**src/rtl/epw_pkg.sv**
```systemverilog
package epw_pkg;

  typedef enum logic [2:0] {
    ST_IDLE,
    ST_FETCH,
    ST_WE_LOW,
    ST_WE_HOLD,
    ST_SETTLE,
    ST_POLL_OE,
    ST_POLL_GAP
  } epw_state_e;

  typedef struct packed {
    logic ce_n;
    logic we_n;
    logic oe_n;
    logic drive;
  } epw_strobe_t;

endpackage

```
**src/rtl/epw_reset_sync.sv**
```systemverilog
module epw_reset_sync #(
  parameter int STAGES = 2
) (
  input  logic clk,
  input  logic rst_n,
  output logic rst_int_n
);

  logic [STAGES-1:0] sync_q;

  always_ff @(posedge clk or negedge rst_n) begin
    if (!rst_n) sync_q <= '0;
    else        sync_q <= {sync_q[STAGES-2:0], 1'b1};
  end

  assign rst_int_n = sync_q[STAGES-1];

endmodule

```
**src/rtl/epw_span_timer.sv**
```systemverilog
module epw_span_timer #(
  parameter int W = 16
) (
  input  logic         clk,
  input  logic         rst_n,
  input  logic         load,
  input  logic [W-1:0] len,
  output logic         last
);

  logic [W-1:0] cnt_q;
  logic [W-1:0] cnt_d;

  always_comb begin
    cnt_d = cnt_q;
    if (load)               cnt_d = (len == '0) ? W'(1) : len;
    else if (cnt_q != '0)   cnt_d = cnt_q - 1'b1;
  end

  always_ff @(posedge clk or negedge rst_n) begin
    if (!rst_n) cnt_q <= '0;
    else        cnt_q <= cnt_d;
  end

  assign last = (cnt_q == W'(1));

endmodule

```
**src/rtl/epw_addr_track.sv**
```systemverilog
module epw_addr_track #(
  parameter int ADDR_W    = 13,
  parameter int PAGE_BITS = 6
) (
  input  logic              clk,
  input  logic              rst_n,
  input  logic              init,
  input  logic [ADDR_W-1:0] init_addr,
  input  logic [ADDR_W:0]   init_count,
  input  logic              advance,
  output logic [ADDR_W-1:0] cur_addr,
  output logic [ADDR_W-1:0] last_addr,
  output logic              last_in_page,
  output logic              final_byte,
  output logic              none_left
);

  localparam int CW = ADDR_W + 1;

  logic [ADDR_W-1:0] cur_q, cur_d;
  logic [ADDR_W-1:0] prev_q, prev_d;
  logic [CW-1:0]     rem_q, rem_d;

  always_comb begin
    cur_d  = cur_q;
    prev_d = prev_q;
    rem_d  = rem_q;
    if (init) begin
      cur_d = init_addr;
      rem_d = init_count;
    end else if (advance) begin
      prev_d = cur_q;
      cur_d  = cur_q + 1'b1;
      rem_d  = rem_q - 1'b1;
    end
  end

  always_ff @(posedge clk or negedge rst_n) begin
    if (!rst_n) begin
      cur_q  <= '0;
      prev_q <= '0;
      rem_q  <= '0;
    end else begin
      cur_q  <= cur_d;
      prev_q <= prev_d;
      rem_q  <= rem_d;
    end
  end

  assign cur_addr     = cur_q;
  assign last_addr    = prev_q;
  assign last_in_page = &cur_q[PAGE_BITS-1:0];
  assign final_byte   = (rem_q == CW'(1));
  assign none_left    = (rem_q == '0);

endmodule

```
**src/rtl/eeprom_page_writer.sv**
```systemverilog
module eeprom_page_writer
  import epw_pkg::*;
#(
  parameter int ADDR_W    = 13,
  parameter int PAGE_BITS = 6,
  parameter int DATA_W    = 8,
  parameter int TIME_W    = 16
) (
  input  logic              clk,
  input  logic              rst_n,
  input  logic              start,
  input  logic [ADDR_W-1:0] start_addr,
  input  logic [ADDR_W:0]   byte_count,
  input  logic              s_valid,
  input  logic [DATA_W-1:0] s_data,
  output logic              s_ready,
  input  logic [TIME_W-1:0] cfg_strobe_len,
  input  logic [TIME_W-1:0] cfg_gap_len,
  input  logic [TIME_W-1:0] cfg_window_len,
  input  logic [TIME_W-1:0] cfg_poll_limit,
  output logic              busy,
  output logic              done,
  output logic              timeout,
  output logic [ADDR_W-1:0] mem_addr,
  output logic [DATA_W-1:0] mem_dout,
  output logic              mem_dout_en,
  input  logic [DATA_W-1:0] mem_din,
  output logic              mem_ce_n,
  output logic              mem_we_n,
  output logic              mem_oe_n
);

  localparam int MSB = DATA_W - 1;

  logic rst_int_n;

  epw_state_e        state_q, state_d;
  logic [DATA_W-1:0] wr_data_q;
  logic              data_load;
  logic              loaded_q, loaded_d;
  logic [TIME_W-1:0] polls_q, polls_d;
  logic [TIME_W:0]   polls_next;
  logic [TIME_W:0]   limit_eff;
  logic              done_q, done_d;
  logic              tmo_q, tmo_d;

  logic              tmr_load;
  logic [TIME_W-1:0] tmr_len;
  logic              tmr_last;

  logic              trk_init, trk_adv;
  logic [ADDR_W-1:0] cur_addr, last_addr;
  logic              last_in_page, final_byte, none_left;

  logic              poll_match;
  logic              poll_side;
  epw_strobe_t       strb;
  logic              unused_din_bits;

  epw_reset_sync #(.STAGES(2)) u_rst (
    .clk       (clk),
    .rst_n     (rst_n),
    .rst_int_n (rst_int_n)
  );

  epw_span_timer #(.W(TIME_W)) u_tmr (
    .clk   (clk),
    .rst_n (rst_int_n),
    .load  (tmr_load),
    .len   (tmr_len),
    .last  (tmr_last)
  );

  epw_addr_track #(.ADDR_W(ADDR_W), .PAGE_BITS(PAGE_BITS)) u_trk (
    .clk          (clk),
    .rst_n        (rst_int_n),
    .init         (trk_init),
    .init_addr    (start_addr),
    .init_count   (byte_count),
    .advance      (trk_adv),
    .cur_addr     (cur_addr),
    .last_addr    (last_addr),
    .last_in_page (last_in_page),
    .final_byte   (final_byte),
    .none_left    (none_left)
  );

  assign poll_match      = (mem_din[MSB] == wr_data_q[MSB]);
  assign unused_din_bits = ^mem_din[MSB-1:0];
  assign polls_next      = {1'b0, polls_q} + 1'b1;
  assign limit_eff       = (cfg_poll_limit == '0) ? (TIME_W+1)'(1) : {1'b0, cfg_poll_limit};

  // next-state logic
  always_comb begin
    state_d   = state_q;
    loaded_d  = loaded_q;
    polls_d   = polls_q;
    done_d    = 1'b0;
    tmo_d     = 1'b0;
    data_load = 1'b0;
    tmr_load  = 1'b0;
    tmr_len   = cfg_window_len;
    trk_init  = 1'b0;
    trk_adv   = 1'b0;
    case (state_q)
      ST_IDLE: begin
        if (start) begin
          trk_init = 1'b1;
          if (byte_count == '0) begin
            done_d = 1'b1;
          end else begin
            state_d  = ST_FETCH;
            tmr_load = 1'b1;
            tmr_len  = cfg_window_len;
            loaded_d = 1'b0;
          end
        end
      end
      ST_FETCH: begin
        if (s_valid) begin
          data_load = 1'b1;
          state_d   = ST_WE_LOW;
          tmr_load  = 1'b1;
          tmr_len   = cfg_strobe_len;
        end else if (loaded_q && tmr_last) begin
          // source stalled past the load window: device is already programming
          state_d  = ST_POLL_OE;
          tmr_load = 1'b1;
          tmr_len  = cfg_strobe_len;
          loaded_d = 1'b0;
          polls_d  = '0;
        end
      end
      ST_WE_LOW: begin
        if (tmr_last) begin
          state_d  = ST_WE_HOLD;
          tmr_load = 1'b1;
          tmr_len  = cfg_gap_len;
        end
      end
      ST_WE_HOLD: begin
        if (tmr_last) begin
          trk_adv  = 1'b1;
          loaded_d = 1'b1;
          tmr_load = 1'b1;
          tmr_len  = cfg_window_len;
          if (final_byte || last_in_page) state_d = ST_SETTLE;
          else                            state_d = ST_FETCH;
        end
      end
      ST_SETTLE: begin
        if (tmr_last) begin
          state_d  = ST_POLL_OE;
          tmr_load = 1'b1;
          tmr_len  = cfg_strobe_len;
          loaded_d = 1'b0;
          polls_d  = '0;
        end
      end
      ST_POLL_OE: begin
        if (tmr_last) begin
          if (poll_match) begin
            if (none_left) begin
              state_d = ST_IDLE;
              done_d  = 1'b1;
            end else begin
              state_d  = ST_FETCH;
              tmr_load = 1'b1;
              tmr_len  = cfg_window_len;
            end
          end else if (polls_next >= limit_eff) begin
            state_d = ST_IDLE;
            tmo_d   = 1'b1;
          end else begin
            polls_d  = polls_next[TIME_W-1:0];
            state_d  = ST_POLL_GAP;
            tmr_load = 1'b1;
            tmr_len  = cfg_gap_len;
          end
        end
      end
      ST_POLL_GAP: begin
        if (tmr_last) begin
          state_d  = ST_POLL_OE;
          tmr_load = 1'b1;
          tmr_len  = cfg_strobe_len;
        end
      end
      default: state_d = ST_IDLE;
    endcase
  end

  // registers
  always_ff @(posedge clk or negedge rst_int_n) begin
    if (!rst_int_n) begin
      state_q   <= ST_IDLE;
      loaded_q  <= 1'b0;
      polls_q   <= '0;
      done_q    <= 1'b0;
      tmo_q     <= 1'b0;
      wr_data_q <= '0;
    end else begin
      state_q  <= state_d;
      loaded_q <= loaded_d;
      polls_q  <= polls_d;
      done_q   <= done_d;
      tmo_q    <= tmo_d;
      if (data_load) wr_data_q <= s_data;
    end
  end

  // strobe decode
  always_comb begin
    strb = '{ce_n: 1'b1, we_n: 1'b1, oe_n: 1'b1, drive: 1'b0};
    case (state_q)
      ST_WE_LOW:  strb = '{ce_n: 1'b0, we_n: 1'b0, oe_n: 1'b1, drive: 1'b1};
      ST_WE_HOLD: strb = '{ce_n: 1'b0, we_n: 1'b1, oe_n: 1'b1, drive: 1'b1};
      ST_POLL_OE: strb = '{ce_n: 1'b0, we_n: 1'b1, oe_n: 1'b0, drive: 1'b0};
      default:    strb = '{ce_n: 1'b1, we_n: 1'b1, oe_n: 1'b1, drive: 1'b0};
    endcase
  end

  assign poll_side   = (state_q == ST_SETTLE) || (state_q == ST_POLL_OE) ||
                       (state_q == ST_POLL_GAP);
  assign mem_addr    = poll_side ? last_addr : cur_addr;
  assign mem_dout    = wr_data_q;
  assign mem_dout_en = strb.drive;
  assign mem_ce_n    = strb.ce_n;
  assign mem_we_n    = strb.we_n;
  assign mem_oe_n    = strb.oe_n;
  assign s_ready     = (state_q == ST_FETCH);
  assign busy        = (state_q != ST_IDLE);
  assign done        = done_q;
  assign timeout     = tmo_q;

endmodule

```
**config.mk**
```make
export PLATFORM = sky130hd
export DESIGN_NAME = eeprom_page_writer
export DESIGN_NICKNAME = d
export VERILOG_FILES = /design/src/rtl/epw_pkg.sv /design/src/rtl/epw_reset_sync.sv /design/src/rtl/epw_span_timer.sv /design/src/rtl/epw_addr_track.sv /design/src/rtl/eeprom_page_writer.sv
export SDC_FILE = /design/constraint.sdc
export NUM_CORES = 1
export LEC_CHECK = 0
export ABC_AREA = 1
export BUFFER_PORTS_ARGS = -buffer_cell sky130_fd_sc_hd__clkbuf_2
export CORE_UTILIZATION = 60
export CTS_BUF_LIST = sky130_fd_sc_hd__clkbuf_8
export DETAILED_ROUTE_END_ITERATION = 8
export GPL_ROUTABILITY_DRIVEN = 0
export PLACE_DENSITY = 0.87
export SYNTH_ARGS = -nofsm -noshare
export SYNTH_HDL_FRONTEND = slang
export SYNTH_SLANG_ARGS = --single-unit
export TNS_END_PERCENT = 1
```
**constraint.sdc**
```tcl
create_clock -name clk -period 5.01 [get_ports clk]
set_input_delay 0.7515 -clock clk [delete_from_list [all_inputs] [get_ports clk]]
set_output_delay 0.7515 -clock clk [all_outputs]
set_load 0.02 [all_outputs]
```
# --- Word level (Yosys, flattened, before mapping) ---
# Cells that the tools add are included.
word_totals:
  register_bits: 88
  in_bits: 111
  output_inout_bits: 29
  elab_cells: 130
op_classes:
  n_addsub: 4
  magnitude_cmp: 1
  eq_ne: 21
  mux: 70
  bitwise: 1
  n_reduce_logical: 22
op_table:
  columns: ["op", "count"]
  rows:
  - ["$mux 16", 17]
  - ["$pmux 16 s4", 1]
  - ["$pmux 16 s3", 1]
  - ["$mux 13", 3]
  - ["$mux 3", 11]
  - ["$logic_not 16->1", 2]
  - ["$mux 1", 30]
  - ["$logic_not 14->1", 2]
  - ["$mux 14", 2]
  - ["$reduce_and 7->1", 3]
  - ["$ne 2x2->1 const B", 9]
  - ["$pmux 3 s6", 1]
  - ["$add 16x1->17 const B", 1]
  - ["$ge 17x16->1", 1]
  - ["$eq 16x1->1 const B", 1]
  - ["$reduce_bool 16->1", 1]
  - ["$sub 16x1->16 const B", 1]
  - ["$eq 14x1->1 const B", 1]
  - ["$sub 14x1->14 const B", 1]
  - ["$add 13x1->13 const B", 1]
  - ["$pmux 4 s3", 1]
  - ["$eq 3x3->1 const B", 3]
  - ["$pmux 1 s4", 2]
  - ["$eq 3x2->1 const B", 2]
  - ["16 further kinds", 21]

# --- Logic depth before layout (Yosys ltp) ---
logic_depth:
  word_depth: 10
  ltp_mapped: 29
  depth_no_buf: 28

# --- By module ---
# A second synthesis with hierarchy kept.
hier_totals:
  cells_unflattened: 1103
  hier_area_um2: 7194.4
modules_own_cells:
  columns: ["mod", "instances", "cells_each", "area_per_inst_um2", "seq_area_each_um2"]
  rows:
  - ["eeprom_page_writer", 1, 623, 3753.6, 750.7]
  - ["epw_addr_track", 1, 288, 2189.6, 1001.0]
  - ["epw_span_timer", 1, 189, 1197.4, 400.4]
  - ["epw_reset_sync", 1, 3, 53.8, 50.0]

# --- Worst setup path after synthesis ---
# No wires, ideal clock.
synth_path:
  path_type: "flip-flop to flip-flop"
  start: "reg polls_q[0]"
  end: "reg u_tmr.cnt_q[0]"
  setup_time_ps: 116
  arrival_ps: 3219
  required_time_ps: 4894
  slack_ps: 1675
  path_stages_with_launch: 24
  n_path_buf: 1
  synth_period_minus_slack_ps: 3335
  cell_sequence: "dfrtp_1 > nand3_2 > nor3_4 > nand3_1 > or4_4 > nor3b_2 > xor2_1 > ha_1 > a21oi_1 > o21a_1 > o21ai_2 > nor2_4 > nand2_2 > nor2_2 > nand2_1 > nand3_2 > nand2_2 > nand2_4 > inv_2 > buf_6 > a21oi_2 > o21ai_1 > nand2_1 > nand2_1"
synth_via:
  elab_chain_len: 9
  elab_cells_between_ends: 14
  classes_between: "add/sub: 1; order compare: 1; mux: 10; reduce/logical: 2"
synth_rtl:
  columns: ["element", "line_no", "source"]
  rows:
  - ["start: declaration", "eeprom_page_writer.sv:41", "logic [TIME_W-1:0] polls_q, polls_d;"]
  - ["start signal: assignment", "eeprom_page_writer.sv:205", "polls_q <= polls_d;"]
  - ["$add 16x1->17 (*)", "eeprom_page_writer.sv:90", "assign polls_next = {1'b0, polls_q} + 1'b1;"]
  - ["$ge 17x16->1 (*)", "eeprom_page_writer.sv:171", "end else if (polls_next >= limit_eff) begin"]
  - ["$mux 16", "eeprom_page_writer.sv:171", null]
  - ["$mux 16", "eeprom_page_writer.sv:162", "if (poll_match) begin"]
  - ["$mux 16", "eeprom_page_writer.sv:161", "if (tmr_last) begin"]
  - ["$pmux 16 s4", "eeprom_page_writer.sv:105", "case (state_q)"]
  - ["$logic_not 16->1", "epw_span_timer.sv:16", "if (load) cnt_d = (len == '0) ? W'(1) : len;"]
  - ["$mux 16 (2 in series)", "epw_span_timer.sv:16", null]
  - ["end signal: assignment", "epw_span_timer.sv:22", "else cnt_q <= cnt_d;"]
  - ["end: declaration", "epw_span_timer.sv:11", "logic [W-1:0] cnt_q;"]
# Every way passes the cells marked *; elsewhere a longest branch is shown, timed or not.
# A chain may end at the register's enable or synchronous reset.

# --- Worst setup path after layout ---
# Same ends and word-level chain as after synthesis.

==> flow_summary.rst <==
.. list-table::
   :header-rows: 1

   * - Metric
     - Value
   * - Result of the run
     - complete, but fails checks
   * - Violations in the final reports
     - DRC
   * - Avg Synthesized Cell Area
     - approximately 6.8 um2
   * - Xor-xnor portion of the synthesized cell area
     - 0.0402
   * - Width of the chip
     - ~110 um
   * - Class of the most critical setup path
     - flip-flop to flip-flop
   * - Leakage power figure
     - 4.23 nW
   * - Gate Count Post-Synth
     - between 1,000 and 1,500
   * - Hpwl dp
     - between 10 and 15 mm
   * - Highest ir drop seen on vdd
     - 0.353 mV
   * - Setup repair after global routing missed its margin
     - false
   * - Pwr/cell area
     - between 500 and 600 nW/um2
   * - Worst hold margin
     - 0.158 ns
   * - Number of rows created at floorplan
     - 39
   * - Maximum capacitance violations
     - 0
   * - Flop and latch count out of synthesis
     - between 80 and 90
   * - Pre-CTS worst setup slack
     - approximately 0.81 ns
   * - Clock transition at the registers of the reported paths
     - approximately 0.09 ns
   * - Maximum number of pins on one net before global-route repair
     - 62
   * - Area of the core region
     - 11,500 um2
   * - Yosys Warn Count
     - 0
   * - Simple-gate share of the synthesized area
     - 0.348
   * - Post-synthesis adder-cell area fraction
     - 0.0385
   * - Slew at the pin closest to its max-slew limit
     - 0.884 ns
   * - Synth Flop Type
     - sky130_fd_sc_hd__dfrtp_1
   * - Io pins
     - between 100 and 150
   * - Via density per instance
     - 5.56
   * - Final critical-path setup slack
     - between 0.7 and 0.8 ns
   * - Count of pins over their slew limit
     - 0
   * - Wire length of the first global-routing pass
     - between 20 and 30 mm
   * - Distinct cells, synth
     - between 50 and 60
   * - H-Tree Level Count
     - 3
   * - Combinational family with the most area after synthesis
     - simple AND/OR/NAND/NOR gates
   * - Vias in the first global route
     - around 6,600
   * - Detailed-route DRC error count
     - 12
   * - Endpoint of the lowest-slack register-to-register path
     - u_tmr.cnt_q[0]
   * - Post-synth EDFFs
     - 0
   * - Tmin final
     - approximately 4.2 ns
   * - Critical Path Sink Type
     - flip-flop
   * - Layout area overhead
     - 12.8%
   * - Net Count, Synth
     - 1,181
   * - Worst setup path start
     - polls_q[0]
   * - Hold_buf cts
     - 0
   * - Post-Route Setup TNS
     - 0 ns
   * - Overall fraction of global-route tracks in use
     - 0.298
   * - Total inserted antenna cells
     - 0
   * - Length of the first detailed-routing pass in iterations
     - 8
   * - Overall overflow remaining after global route
     - 0
   * - Y dimension of the die
     - 111 um
   * - DRC violation total after the first TritonRoute iteration
     - just under 600
   * - Clock tree buffer depth
     - 2
   * - Worst skew pair latency
     - about 0.37 ns
   * - Total Die Area
     - approximately 12,000 um2
   * - Max FO, Critical Path
     - 18
   * - Share of cell area taken by muxes after synthesis
     - 0.0142
   * - Crit path required time
     - approximately 5.3 ns
   * - Final hold violations
     - 0
   * - Largest cells by area after synthesis
     - sky130_fd_sc_hd__dfrtp_1, sky130_fd_sc_hd__nand2_1, sky130_fd_sc_hd__inv_1
   * - Detailed-route wire length per cell
     - 13.7 um
   * - Post-detailed-route count of antenna-violating nets
     - 0
   * - Reg-to-reg setup timing slack
     - approximately 0.77 ns
   * - Maximum clock skew at final layout
     - approximately 0.01 ns
   * - Worst Path Arrival
     - between 4 and 5 ns
   * - DRT Wirelength
     - roughly 18 mm
   * - Clock sinks
     - 88
   * - Number of gates resized after CTS
     - 0
   * - Initial cell density of the core
     - 0.621
   * - Maximum achievable frequency
     - around 240 MHz
   * - Cell type with the largest total area after synthesis
     - sky130_fd_sc_hd__dfrtp_1
   * - Synthesized-area fraction occupied by ao, oa, aoi and oai cells
     - 0.153
   * - Beginning of the worst register-to-register path
     - polls_q[0]
   * - Share of synthesized area occupied by flip-flops and latches
     - 0.308
   * - TritonCTS Buffers
     - 9
   * - Final core area utilization
     - 0.700
   * - Share of the synthesized area in the top cell type
     - 0.308
   * - Slew HR
     - 0.410
   * - Number of antenna violations at the first check in global routing
     - 0
   * - CTS tree
     - done
   * - # port buffers
     - ~130
   * - Share of async-settable or async-resettable flops after synthesis
     - 1.00
   * - Mapped cell area
     - just over 7000 um2
   * - Final number of setup-violating endpoints
     - 0
   * - Filler cell count
     - 982
   * - Detailed-route via count
     - 7,273
   * - Kind of launch point of the worst setup path
     - flip-flop
   * - Hold crit path type
     - input pin to asynchronous set/reset pin
   * - # nets final
     - 1,293
   * - Period utilisation layout
     - 0.846
   * - Post-CTS Repair Setup Buffers
     - 0
   * - Number of cells on the worst reg-to-reg path
     - 27
   * - Root Buffer
     - sky130_fd_sc_hd__clkbuf_8
   * - Layout cell share with drive strength beyond 1
     - 0.197
worst max path at each step:
stage	to	slack, ns
after floorplan	u_tmr.cnt_q[0]	1.67
after global placement	u_tmr.cnt_q[0]	0.88
after detailed placement	u_tmr.cnt_q[0]	0.81
after CTS	u_tmr.cnt_q[0]	0.78
after global routing	u_tmr.cnt_q[0]	0.31
final	u_tmr.cnt_q[0]	0.77
cell families (layout without fill, tap and decap cells):
group	after synthesis	count (layout)
xor gates and xnor gates	32	32
muxes	9	9
AOI/OAI and AO/OA	188	188
adders and majority gates	22	22
buffers and inverters	166	283
and+or+nand+nor	542	542
DFF	88	88
other	1	1
flip-flops by register name, indices dropped and copies added, names as in the netlist:
name / flops
state_q: 3
mem_dout: 8
u_trk.rem_q: 14
done: 1
u_trk.cur_addr: 13
loaded_q: 1
timeout: 1
u_trk.last_addr: 13
u_tmr.cnt_q: 16
u_rst.sync_q: 2
polls_q: 16
placed cells by master (no fill, tap or decap), drive strengths merged, types with 3 or more instances in the layout:
master  count
mux2        9
nand3      46
o211ai     14
ha         22
nand4      18
clkbuf    142
nor2      132
a21oi      40
o221ai      8
xnor2      11
dfrtp      88
clkinv      3
buf         7
nor4       12
nand3b      4
nor3       15
o31ai       4
inv       129
xor2       21
nand2     309
o21ai     104
a211oi      3
a31oi       3
area by class of cell:
| type | count | area (um2) | share of cell area |
|---|---|---|---|
| Tap cell | 143 | 179 | 0.0222 |
| Clock inverter | 6 | 91.3 | 0.0113 |
| Sequential cell | 88 | 2210 | 0.274 |
| Inverter | 128 | 483 | 0.0599 |
| Clock buffer | 10 | 138 | 0.0171 |
| Multi-Input combinational cell | 794 | 4260 | 0.528 |
| Timing Repair Buffer | 139 | 713 | 0.0884 |
Yosys cell counts (5+ instances only):
library cell,instances
sky130_fd_sc_hd__nand3_1,40
sky130_fd_sc_hd__xor2_1,21
sky130_fd_sc_hd__nor3_1,14
sky130_fd_sc_hd__buf_6,6
sky130_fd_sc_hd__inv_1,119
sky130_fd_sc_hd__nor2_2,22
sky130_fd_sc_hd__buf_4,5
sky130_fd_sc_hd__nand2_4,5
sky130_fd_sc_hd__clkbuf_1,17
sky130_fd_sc_hd__buf_2,6
sky130_fd_sc_hd__nor4_1,12
sky130_fd_sc_hd__mux2_2,8
sky130_fd_sc_hd__ha_1,22
sky130_fd_sc_hd__o211ai_1,14
sky130_fd_sc_hd__o21ai_1,34
sky130_fd_sc_hd__nand4_1,18
sky130_fd_sc_hd__nand2_1,299
sky130_fd_sc_hd__o21ai_0,67
sky130_fd_sc_hd__dfrtp_1,88
sky130_fd_sc_hd__a21oi_1,39
sky130_fd_sc_hd__inv_2,8
sky130_fd_sc_hd__nor2_1,104
sky130_fd_sc_hd__o221ai_1,8
sky130_fd_sc_hd__xnor2_1,10
power by group:
part | leakage [nW] | total [W] | switching [W] | internal, W
registers | 1.11 | 0.00116 | 0.000217 | 0.000939
clock network | 0.117 | 0.000564 | 0.000267 | 0.000297
logic | 3.00 | 0.00232 | 0.00151 | 0.000815
total | 4.23 | 0.00404 | 0.00199 | 0.00205
metal layers:
layer  share of wire  vias up  track usage
met3           0.084       34       0.0525
met4           0.019        0        0.117
li1                -     3641            -
met1            0.44     3289        0.405
met2            0.46      309        0.473
met5               0        -            0
critical path: stages (launching register included):
cell                      delay (ns)
sky130_fd_sc_hd__dfrtp_1        0.45
sky130_fd_sc_hd__ha_1           0.21
sky130_fd_sc_hd__nand2_1        0.06
sky130_fd_sc_hd__nor2_1         0.21
sky130_fd_sc_hd__inv_1          0.09
sky130_fd_sc_hd__nor2_1         0.12
sky130_fd_sc_hd__inv_1          0.07
sky130_fd_sc_hd__nor2_1         0.12
sky130_fd_sc_hd__nand2_1        0.10
sky130_fd_sc_hd__nor3_1         0.21
sky130_fd_sc_hd__xor2_1         0.13
sky130_fd_sc_hd__ha_1           0.29
sky130_fd_sc_hd__nand2_1        0.06
sky130_fd_sc_hd__nor2_1         0.12
sky130_fd_sc_hd__nand2_1        0.10
sky130_fd_sc_hd__o21ai_1        0.22
sky130_fd_sc_hd__nor2_4         0.04
sky130_fd_sc_hd__buf_4          0.21
sky130_fd_sc_hd__nand2_2        0.10
sky130_fd_sc_hd__nor2_2         0.03
sky130_fd_sc_hd__nand2_1        0.14
sky130_fd_sc_hd__nand3_2        0.08
sky130_fd_sc_hd__nand2_2        0.08
sky130_fd_sc_hd__nand2_4        0.13
sky130_fd_sc_hd__nor2_2         0.52
sky130_fd_sc_hd__a21oi_1        0.09
sky130_fd_sc_hd__nand2_1        0.10
sky130_fd_sc_hd__nand2_1        0.05
metrics by stage:
stage	instances	cell area, um2	total power, W
after floorplan	1048	7150	0.00292
after global placement	1292	7840	0.00340
after detailed placement	1292	7840	0.00346
after CTS	1308	8070	0.00403
after global routing	1308	8070	0.00439
final	1308	8070	0.00404
Power figures use the tool's default switching activity.
